$ cat config.mk
export PLATFORM = sky130hd
export DESIGN_NAME = dma_chan_engine
export DESIGN_NICKNAME = d
export VERILOG_FILES = /design/src/rtl/dma_pkg.sv /design/src/rtl/dma_regfile.sv /design/src/rtl/dma_req_ctrl.sv /design/src/rtl/dma_chan_engine.sv
export SDC_FILE = /design/constraint.sdc
export NUM_CORES = 2
export LEC_CHECK = 0
export BUFFER_PORTS_ARGS = -buffer_cell sky130_fd_sc_hd__buf_2
export CORE_MARGIN = 1
export CORE_UTILIZATION = 60
export DETAILED_ROUTE_END_ITERATION = 8
export PLACE_DENSITY = 0.77
export SLEW_MARGIN = 20
export SYNTH_ARGS = -nofsm -noshare
export SYNTH_HDL_FRONTEND = slang
export SYNTH_SLANG_ARGS = --single-unit
$ cat constraint.sdc
create_clock -name clk -period 47.5 [get_ports clk]
set_clock_uncertainty 0.05 [all_clocks]
set_input_delay 4.75 -clock clk [delete_from_list [all_inputs] [get_ports clk]]
set_output_delay 4.75 -clock clk [all_outputs]
set_load 0.05 [all_outputs]
$ cat src/rtl/dma_pkg.sv
`timescale 1ns/1ps
package dma_pkg;
  // bit positions inside a channel mode word
  localparam int unsigned MODE_EN_BIT   = 0;
  localparam int unsigned MODE_M2D_BIT  = 1;
  localparam int unsigned MODE_TC_BIT   = 8;
  localparam int unsigned MODE_MERR_BIT = 9;
  localparam int unsigned MODE_AERR_BIT = 10;

  // register index inside a channel window, from offset bits [4:3]
  typedef enum logic [1:0] {
    IDX_RSV   = 2'd0,
    IDX_MODE  = 2'd1,
    IDX_COUNT = 2'd2,
    IDX_ADDR  = 2'd3
  } reg_idx_e;

  typedef enum logic {
    CS_IDLE = 1'b0,
    CS_EXEC = 1'b1
  } ctrl_state_e;
endpackage

$ cat src/rtl/dma_regfile.sv
`timescale 1ns/1ps
module dma_regfile
  import dma_pkg::*;
#(
  parameter int unsigned NCH = 8,
  parameter int unsigned DW  = 32,
  parameter int unsigned CHW = (NCH > 1) ? $clog2(NCH) : 1
) (
  input  logic                     clk,
  input  logic                     rst_n,
  input  logic                     wr_en,
  input  logic [CHW-1:0]           wr_ch,
  input  reg_idx_e                 wr_idx,
  input  logic [DW-1:0]            wr_data,
  input  logic                     upd_en,
  input  logic [CHW-1:0]           upd_ch,
  input  logic [DW-1:0]            upd_mode,
  input  logic                     upd_cnt_en,
  input  logic [DW-1:0]            upd_count,
  input  logic                     nmi_set_en,
  output logic [NCH-1:0][DW-1:0]   mode_o,
  output logic [NCH-1:0][DW-1:0]   count_o,
  output logic [NCH-1:0][DW-1:0]   addr_o,
  output logic [NCH-1:0]           nmi_o
);

  logic [NCH-1:0] nmi_q, nmi_d;

  for (genvar i = 0; i < NCH; i++) begin : g_ch
    logic [DW-1:0] mode_q, mode_d, cnt_q, cnt_d, adr_q, adr_d;
    logic          bus_sel, eng_sel;

    assign bus_sel = wr_en  && (wr_ch  == CHW'(i));
    assign eng_sel = upd_en && (upd_ch == CHW'(i));

    // engine update has priority over a bus write in the same cycle
    always_comb begin
      mode_d = mode_q;
      cnt_d  = cnt_q;
      adr_d  = adr_q;
      if (bus_sel && wr_idx == IDX_MODE)  mode_d = wr_data;
      if (bus_sel && wr_idx == IDX_COUNT) cnt_d  = wr_data;
      if (bus_sel && wr_idx == IDX_ADDR)  adr_d  = wr_data;
      if (eng_sel)               mode_d = upd_mode;
      if (eng_sel && upd_cnt_en) cnt_d  = upd_count;
    end

    always_ff @(posedge clk or negedge rst_n) begin
      if (!rst_n) begin
        mode_q <= '0;
        cnt_q  <= '0;
        adr_q  <= '0;
      end else if (bus_sel || eng_sel) begin
        mode_q <= mode_d;
        cnt_q  <= cnt_d;
        adr_q  <= adr_d;
      end
    end

    assign mode_o[i]  = mode_q;
    assign count_o[i] = cnt_q;
    assign addr_o[i]  = adr_q;
  end

  always_comb begin
    nmi_d = nmi_q;
    if (nmi_set_en) nmi_d[upd_ch] = 1'b1;
  end

  always_ff @(posedge clk or negedge rst_n) begin
    if (!rst_n)          nmi_q <= '0;
    else if (nmi_set_en) nmi_q <= nmi_d;
  end

  assign nmi_o = nmi_q;

  // interrupt source bits are sticky
  a_r8_nmi_sticky: assert property (@(posedge clk) disable iff (!rst_n)
    1'b1 |=> ((~nmi_q & $past(nmi_q)) == '0));

  // an engine count update never raises the count
  a_r5_count_never_grows: assert property (@(posedge clk) disable iff (!rst_n)
    (upd_en && upd_cnt_en) |=> (count_o[$past(upd_ch)] <= $past(count_o[upd_ch])));

endmodule

$ cat src/rtl/dma_req_ctrl.sv
`timescale 1ns/1ps
module dma_req_ctrl
  import dma_pkg::*;
#(
  parameter int unsigned NCH = 8,
  parameter int unsigned DW  = 32,
  parameter int unsigned CHW = (NCH > 1) ? $clog2(NCH) : 1
) (
  input  logic                     clk,
  input  logic                     rst_n,
  input  logic                     req_valid,
  output logic                     req_ready,
  input  logic [CHW-1:0]           req_ch,
  input  logic                     req_to_mem,
  input  logic [DW-1:0]            req_len,
  input  logic [NCH-1:0][DW-1:0]   mode_i,
  input  logic [NCH-1:0][DW-1:0]   count_i,
  input  logic [NCH-1:0][DW-1:0]   addr_i,
  output logic                     upd_en,
  output logic [CHW-1:0]           upd_ch,
  output logic [DW-1:0]            upd_mode,
  output logic                     upd_cnt_en,
  output logic [DW-1:0]            upd_count,
  output logic                     nmi_set_en,
  output logic                     mem_valid,
  output logic [CHW-1:0]           mem_ch,
  output logic                     mem_to_mem,
  output logic [DW-1:0]            mem_addr,
  output logic [DW-1:0]            mem_len
);

  localparam logic [DW-1:0] BIT_TC   = DW'(1) << MODE_TC_BIT;
  localparam logic [DW-1:0] BIT_MERR = DW'(1) << MODE_MERR_BIT;
  localparam logic [DW-1:0] FLAGS    = BIT_TC | BIT_MERR | (DW'(1) << MODE_AERR_BIT);

  ctrl_state_e     st_q, st_d;
  logic [CHW-1:0]  ch_q;
  logic            dir_q;
  logic [DW-1:0]   len_q;
  logic            accept, consistent;
  logic [DW-1:0]   cur_mode, cur_cnt, grant;
  logic            mv_q;
  logic [CHW-1:0]  mch_q;
  logic            mdir_q;
  logic [DW-1:0]   madr_q, mlen_q;

  assign req_ready = (st_q == CS_IDLE);
  assign accept    = req_valid && req_ready;

  always_comb begin
    st_d = st_q;
    if (accept)              st_d = CS_EXEC;
    else if (st_q == CS_EXEC) st_d = CS_IDLE;
  end

  assign cur_mode   = mode_i[ch_q];
  assign cur_cnt    = count_i[ch_q];
  assign consistent = cur_mode[MODE_EN_BIT] && (dir_q != cur_mode[MODE_M2D_BIT]);
  assign grant      = (len_q < cur_cnt) ? len_q : cur_cnt;

  assign upd_en     = (st_q == CS_EXEC);
  assign upd_ch     = ch_q;
  assign upd_mode   = (cur_mode & ~FLAGS) | (consistent ? BIT_TC : BIT_MERR);
  assign upd_cnt_en = upd_en && consistent;
  assign upd_count  = cur_cnt - grant;
  assign nmi_set_en = upd_en && !consistent;

  always_ff @(posedge clk or negedge rst_n) begin
    if (!rst_n) st_q <= CS_IDLE;
    else        st_q <= st_d;
  end

  always_ff @(posedge clk or negedge rst_n) begin
    if (!rst_n) begin
      ch_q  <= '0;
      dir_q <= 1'b0;
      len_q <= '0;
    end else if (accept) begin
      ch_q  <= req_ch;
      dir_q <= req_to_mem;
      len_q <= req_len;
    end
  end

  always_ff @(posedge clk or negedge rst_n) begin
    if (!rst_n) mv_q <= 1'b0;
    else        mv_q <= upd_cnt_en;
  end

  always_ff @(posedge clk or negedge rst_n) begin
    if (!rst_n) begin
      mch_q  <= '0;
      mdir_q <= 1'b0;
      madr_q <= '0;
      mlen_q <= '0;
    end else if (upd_cnt_en) begin
      mch_q  <= ch_q;
      mdir_q <= dir_q;
      madr_q <= addr_i[ch_q];
      mlen_q <= grant;
    end
  end

  assign mem_valid  = mv_q;
  assign mem_ch     = mch_q;
  assign mem_to_mem = mdir_q;
  assign mem_addr   = madr_q;
  assign mem_len    = mlen_q;

  // an accepted request blocks the next cycle
  a_r3_ready_drops: assert property (@(posedge clk) disable iff (!rst_n)
    accept |=> !req_ready);

  // a memory command lasts one cycle
  a_r3_cmd_single: assert property (@(posedge clk) disable iff (!rst_n)
    mem_valid |=> !mem_valid);

  // the grant never exceeds the request
  a_r4_grant_bound: assert property (@(posedge clk) disable iff (!rst_n)
    mem_valid |-> (mem_len <= len_q));

endmodule

$ cat src/rtl/dma_chan_engine.sv
`timescale 1ns/1ps
module dma_chan_engine
  import dma_pkg::*;
#(
  parameter int unsigned NCH = 8,
  parameter int unsigned DW  = 32,
  parameter int unsigned AW  = 10,
  parameter int unsigned CHW = (NCH > 1) ? $clog2(NCH) : 1
) (
  input  logic            clk,
  input  logic            rst_n,
  input  logic            reg_we,
  input  logic [AW-1:0]   reg_addr,
  input  logic [DW-1:0]   reg_wdata,
  output logic [DW-1:0]   reg_rdata,
  input  logic            req_valid,
  output logic            req_ready,
  input  logic [CHW-1:0]  req_ch,
  input  logic            req_to_mem,
  input  logic [DW-1:0]   req_len,
  output logic            mem_valid,
  output logic [CHW-1:0]  mem_ch,
  output logic            mem_to_mem,
  output logic [DW-1:0]   mem_addr,
  output logic [DW-1:0]   mem_len
);

  localparam int unsigned  WIN_LOG2 = 5;
  localparam logic [AW-1:0] CH_BASE = AW'(32'h100);
  localparam logic [AW-1:0] CH_END  = AW'(32'h100 + NCH * (1 << WIN_LOG2));
  localparam logic [AW-1:0] NMI_OFF = AW'(32'h200);

  logic [1:0] rst_pipe;
  logic       rst_s;

  always_ff @(posedge clk or negedge rst_n) begin
    if (!rst_n) rst_pipe <= '0;
    else        rst_pipe <= {rst_pipe[0], 1'b1};
  end
  assign rst_s = rst_pipe[1];

  logic                   chan_hit, nmi_hit;
  logic [CHW-1:0]         sel_ch;
  reg_idx_e               sel_idx;
  logic [NCH-1:0][DW-1:0] mode_w, count_w, addr_w;
  logic [NCH-1:0]         nmi_w;
  logic                   upd_en, upd_cnt_en, nmi_set_en;
  logic [CHW-1:0]         upd_ch;
  logic [DW-1:0]          upd_mode, upd_count;

  assign chan_hit = (reg_addr >= CH_BASE) && (reg_addr < CH_END);
  assign nmi_hit  = (reg_addr[AW-1:2] == NMI_OFF[AW-1:2]);
  assign sel_ch   = reg_addr[WIN_LOG2 +: CHW];
  assign sel_idx  = reg_idx_e'(reg_addr[4:3]);

  always_comb begin
    reg_rdata = '0;
    if (chan_hit) begin
      unique case (sel_idx)
        IDX_MODE:  reg_rdata = mode_w[sel_ch];
        IDX_COUNT: reg_rdata = count_w[sel_ch];
        IDX_ADDR:  reg_rdata = addr_w[sel_ch];
        default:   reg_rdata = '0;
      endcase
    end else if (nmi_hit) begin
      reg_rdata = DW'(nmi_w);
    end
  end

  dma_regfile #(.NCH(NCH), .DW(DW), .CHW(CHW)) u_regs (
    .clk        (clk),
    .rst_n      (rst_s),
    .wr_en      (reg_we && chan_hit),
    .wr_ch      (sel_ch),
    .wr_idx     (sel_idx),
    .wr_data    (reg_wdata),
    .upd_en     (upd_en),
    .upd_ch     (upd_ch),
    .upd_mode   (upd_mode),
    .upd_cnt_en (upd_cnt_en),
    .upd_count  (upd_count),
    .nmi_set_en (nmi_set_en),
    .mode_o     (mode_w),
    .count_o    (count_w),
    .addr_o     (addr_w),
    .nmi_o      (nmi_w)
  );

  dma_req_ctrl #(.NCH(NCH), .DW(DW), .CHW(CHW)) u_ctrl (
    .clk        (clk),
    .rst_n      (rst_s),
    .req_valid  (req_valid),
    .req_ready  (req_ready),
    .req_ch     (req_ch),
    .req_to_mem (req_to_mem),
    .req_len    (req_len),
    .mode_i     (mode_w),
    .count_i    (count_w),
    .addr_i     (addr_w),
    .upd_en     (upd_en),
    .upd_ch     (upd_ch),
    .upd_mode   (upd_mode),
    .upd_cnt_en (upd_cnt_en),
    .upd_count  (upd_count),
    .nmi_set_en (nmi_set_en),
    .mem_valid  (mem_valid),
    .mem_ch     (mem_ch),
    .mem_to_mem (mem_to_mem),
    .mem_addr   (mem_addr),
    .mem_len    (mem_len)
  );

  // a newly raised interrupt source bit never comes with a command
  a_r6_fault_no_cmd: assert property (@(posedge clk) disable iff (!rst_s)
    (nmi_w != $past(nmi_w)) |-> !mem_valid);

  // the address register is never moved by the request engine
  a_r9_addr_kept: assert property (@(posedge clk) disable iff (!rst_s)
    !$past(reg_we) |-> (addr_w == $past(addr_w)));

endmodule

==> impl_metrics.json <==
{
  "rows": 108,
  "antenna_violations_before_repair": 12,
  "timing.critical_path.cells": "buf_8 -> buf_4 -> buf_4 -> mux4_2 -> mux4_2 -> a22oi_1 -> nor2_1 -> buf_2",
  "initial_core_util": 0.608,
  "finalMaxSlewViolations": 0,
  "final_common_cell": "sky130_fd_sc_hd__dfrtp_1",
  "worst_path_largest_cell_delay_ns": 0.75,
  "peakVddDrop_mv": 0.0643,
  "maximum_number_of_pins_on_one_net_before_global_route_repair": 127,
  "required_time_reported_for_the_critical_path_endpoint_ns": 42.70,
  "startpoint_type": "primary input",
  "yosysSeqAreaShare": 0.418,
  "yosys_register_bits": 884,
  "synth_edf_count": 0,
  "synth_cells": 4523,
  "drt_first_iter_violations": 4729,
  "share_of_synthesized_flip_flops_with_an_asynchronous_set_or_reset": 1.00,
  "tightest_slew_ns": 1.15,
  "cellPowerDensity_nw_per_um2": 68.1,
  "static-leakage-power_nw": 24.5,
  "timing.setup.critical_path_class": "in2out",
  "tritoncts.num_buffers": 95,
  "reg2regPathDepth": 24,
  "worstPathMaxFanout": 47,
  "route.final.wire_length_um": 160000,
  "area.growth.synth_to_final_pct": 9.41,
  "drt_via_density": 7.02,
  "arrival_ns": 8.47,
  "min_path_cells": 0,
  "outcome": "completed",
  "max_slew_margin": 0.230,
  "end_kind": "primary output",
  "worst_hold_path_type": "reg2reg",
  "min_period_over_period": 0.279,
  "synth_nets": 4650,
  "clock_pin_transition_on_the_worst_setup_and_hold_timing_paths_ns": 0.06,
  "min_from": "rst_pipe[0]$_DFF_PN0_",
  "die-area_um2": 89400,
  "post_synth_design_cell_area_um2": 52900,
  "max_cap_violations": 0,
  "wl_per_cell_um": 28.1,
  "fmax_achieved_mhz": 75.4,
  "routed-via-count": 39900,
  "clock_tree_from_tritoncts": "done",
  "finalNetCount": 4580,
  "drc": 0,
  "clock_tree.root_cell": "sky130_fd_sc_hd__clkbuf_16",
  "first_global_vias": 40100,
  "fillCellCount": 6229,
  "drive_above_1_share": 0.334,
  "routabilityCongestion": 0.939,
  "totalPowerFinal_w": 0.00394,
  "drt-pass1-iter-count": 8,
  "cts-root-to-sink-buffers": 3,
  "synthesis.area_per_instance_um2": 11.7,
  "grt_use_total": 0.359,
  "clk_latency_ns": 0.67,
  "cts.repair_timing.setup_buffer_count": 0,
  "clkSinkCount": 884,
  "die_w_um": 299,
  "grt-ovfl-total": 0,
  "launching_point_of_the_worst_reg2reg_path": "u_ctrl.upd_ch[0]$_DFFE_PN0P_",
  "htree_levels": 3,
  "global_route_wire_length_before_repair_um": 244000,
  "design.core.area_um2": 87000,
  "yosys_most_used_dff": "sky130_fd_sc_hd__dfrtp_1",
  "fin_setup_tns_ns": 0,
  "cp-startpoint": "reg_addr[5]",
  "cts-resized-gates": 0,
  "hold_buffers": 0,
  "rsz0062_at_grt": "false",
  "final-hold-violation-count": 0,
  "dp_hpwl_um": 95400,
  "min_period_ns": 13.27,
  "mostFrequentLayoutCells": "sky130_fd_sc_hd__dfrtp_1 (880), sky130_fd_sc_hd__mux2_2 (572), sky130_fd_sc_hd__nand2_1 (424)",
  "post_synthesis_cell_type_count": 97,
  "yosys_warnings": 0,
  "die_y_um": 299,
  "io-pin-count": 184,
  "setup_viol_count_final": 0,
  "port_buffer_count": 181,
  "ant_nets": 0,
  "cpMaxStageDelayCell": "sky130_fd_sc_hd__buf_4"
}
==> through the flow <==
stage,worst slack (ns),instances,cell area [µm²],utilization,hold slack [ns]
final,34.23,5686,57900,0.665,0.309
after CTS,34.12,5681,57800,0.665,0.305
after floorplan,20.98,4523,52900,-,0.281
after global placement,34.14,5510,54500,0.626,0.284
after global routing,33.99,5684,57900,0.665,0.322
after detailed placement,34.12,5510,54500,0.626,0.290
==> state kept, by name (all words and copies together), names as in the netlist, 2 cells and up <==
| signal | flops |
|---|---|
| rst_pipe | 2 |
| u_ctrl.len_q | 32 |
| u_ctrl.mem_addr | 32 |
| u_ctrl.mem_ch | 3 |
| u_ctrl.mem_len | 32 |
| u_ctrl.upd_ch | 3 |
| u_regs.g_ch.adr_q | 256 |
| u_regs.g_ch.cnt_q | 256 |
| u_regs.g_ch.mode_q | 256 |
| u_regs.nmi_o | 8 |
==> critical path: cells and delay by family <==
family	cells	cell delay [ns]
AO/OA/AOI/OAI	1	0.47
AND/OR/NAND/NOR	1	0.08
multiplexers	2	1.10
buffers and inverters	4	2.02
==> cell type report <==
class / count / area (µm²) / share of cell area
Multi-Input combinational cell: 3174 / 29200 / 0.505
Timing Repair Buffer: 262 / 1580 / 0.0274
Clock buffer: 132 / 2820 / 0.0487
Inverter: 36 / 135 / 0.00233
Clock inverter: 39 / 546 / 0.00942
Antenna cell: 4 / 10.0 / 0.000173
Tap cell: 1155 / 1450 / 0.0250
Sequential cell: 884 / 22100 / 0.382
==> where the power goes <==
group	switching (W)	internal [W]
clock network	0.000327	0.000475
registers	0.000198	0.00102
logic	0.00115	0.000771
total	0.00168	0.00226
==> path summary, 6_finish.rpt <==
check / endpoint / slack [ns]
max in group asynchronous: u_ctrl.upd_ch[1]$_DFFE_PN0P_ / 43.04
min: rst_pipe[1]$_DFF_PN0_ / 0.31
max reg2reg: u_regs.g_ch[4].cnt_q[22]$_DFFE_PN0P_ / 38.06
max: reg_rdata[12] / 34.23
min reg2reg: rst_pipe[1]$_DFF_PN0_ / 0.31
min in group asynchronous: u_ctrl.mem_addr[10]$_DFFE_PN0P_ / 0.32
==> synthesized netlist by cell type, types with 12 or more instances <==
| cell type | n | area [µm²] |
|---|---|---|
| sky130_fd_sc_hd__a22oi_1 | 39 | 293 |
| sky130_fd_sc_hd__a21o_1 | 15 | 113 |
| sky130_fd_sc_hd__mux4_2 | 398 | 8960 |
| sky130_fd_sc_hd__ha_1 | 44 | 551 |
| sky130_fd_sc_hd__nor2b_1 | 200 | 1250 |
| sky130_fd_sc_hd__o21ai_1 | 12 | 60.1 |
| sky130_fd_sc_hd__nand2_1 | 429 | 1610 |
| sky130_fd_sc_hd__xnor2_1 | 32 | 280 |
| sky130_fd_sc_hd__a211oi_1 | 189 | 1420 |
| sky130_fd_sc_hd__a21oi_1 | 271 | 1360 |
| sky130_fd_sc_hd__buf_1 | 67 | 251 |
| sky130_fd_sc_hd__nor2_1 | 148 | 556 |
| sky130_fd_sc_hd__nand3_1 | 24 | 120 |
| sky130_fd_sc_hd__clkbuf_1 | 327 | 1230 |
| sky130_fd_sc_hd__o21ai_0 | 383 | 1920 |
| sky130_fd_sc_hd__mux2_2 | 572 | 6440 |
| sky130_fd_sc_hd__inv_1 | 36 | 135 |
| sky130_fd_sc_hd__buf_2 | 27 | 135 |
| sky130_fd_sc_hd__dfrtp_1 | 884 | 22100 |
| sky130_fd_sc_hd__mux2i_1 | 192 | 1920 |
==> kinds of logic after synthesis <==
kind of cell	share of synthesized area
muxes	0.333
AOI/OAI and AO/OA	0.115
and+or+nand+nor	0.0788
DFF	0.418
buffers and inverters	0.0350
adders and majority gates	0.0121
xor gates and xnor gates	0.00752
other	0.0000709
==> routing by layer <==
metal,part of all wire,GRT usage,routed length [µm],vias to the layer above
met5,0.00058,0,92,-
met4,0.047,0.159,7500,14
met3,0.12,0.0880,18800,525
met2,0.46,0.552,72700,2451
met1,0.38,0.488,60700,20200
li1,-,-,-,16700
No activity file was read; power rests on OpenSTA's default activity.
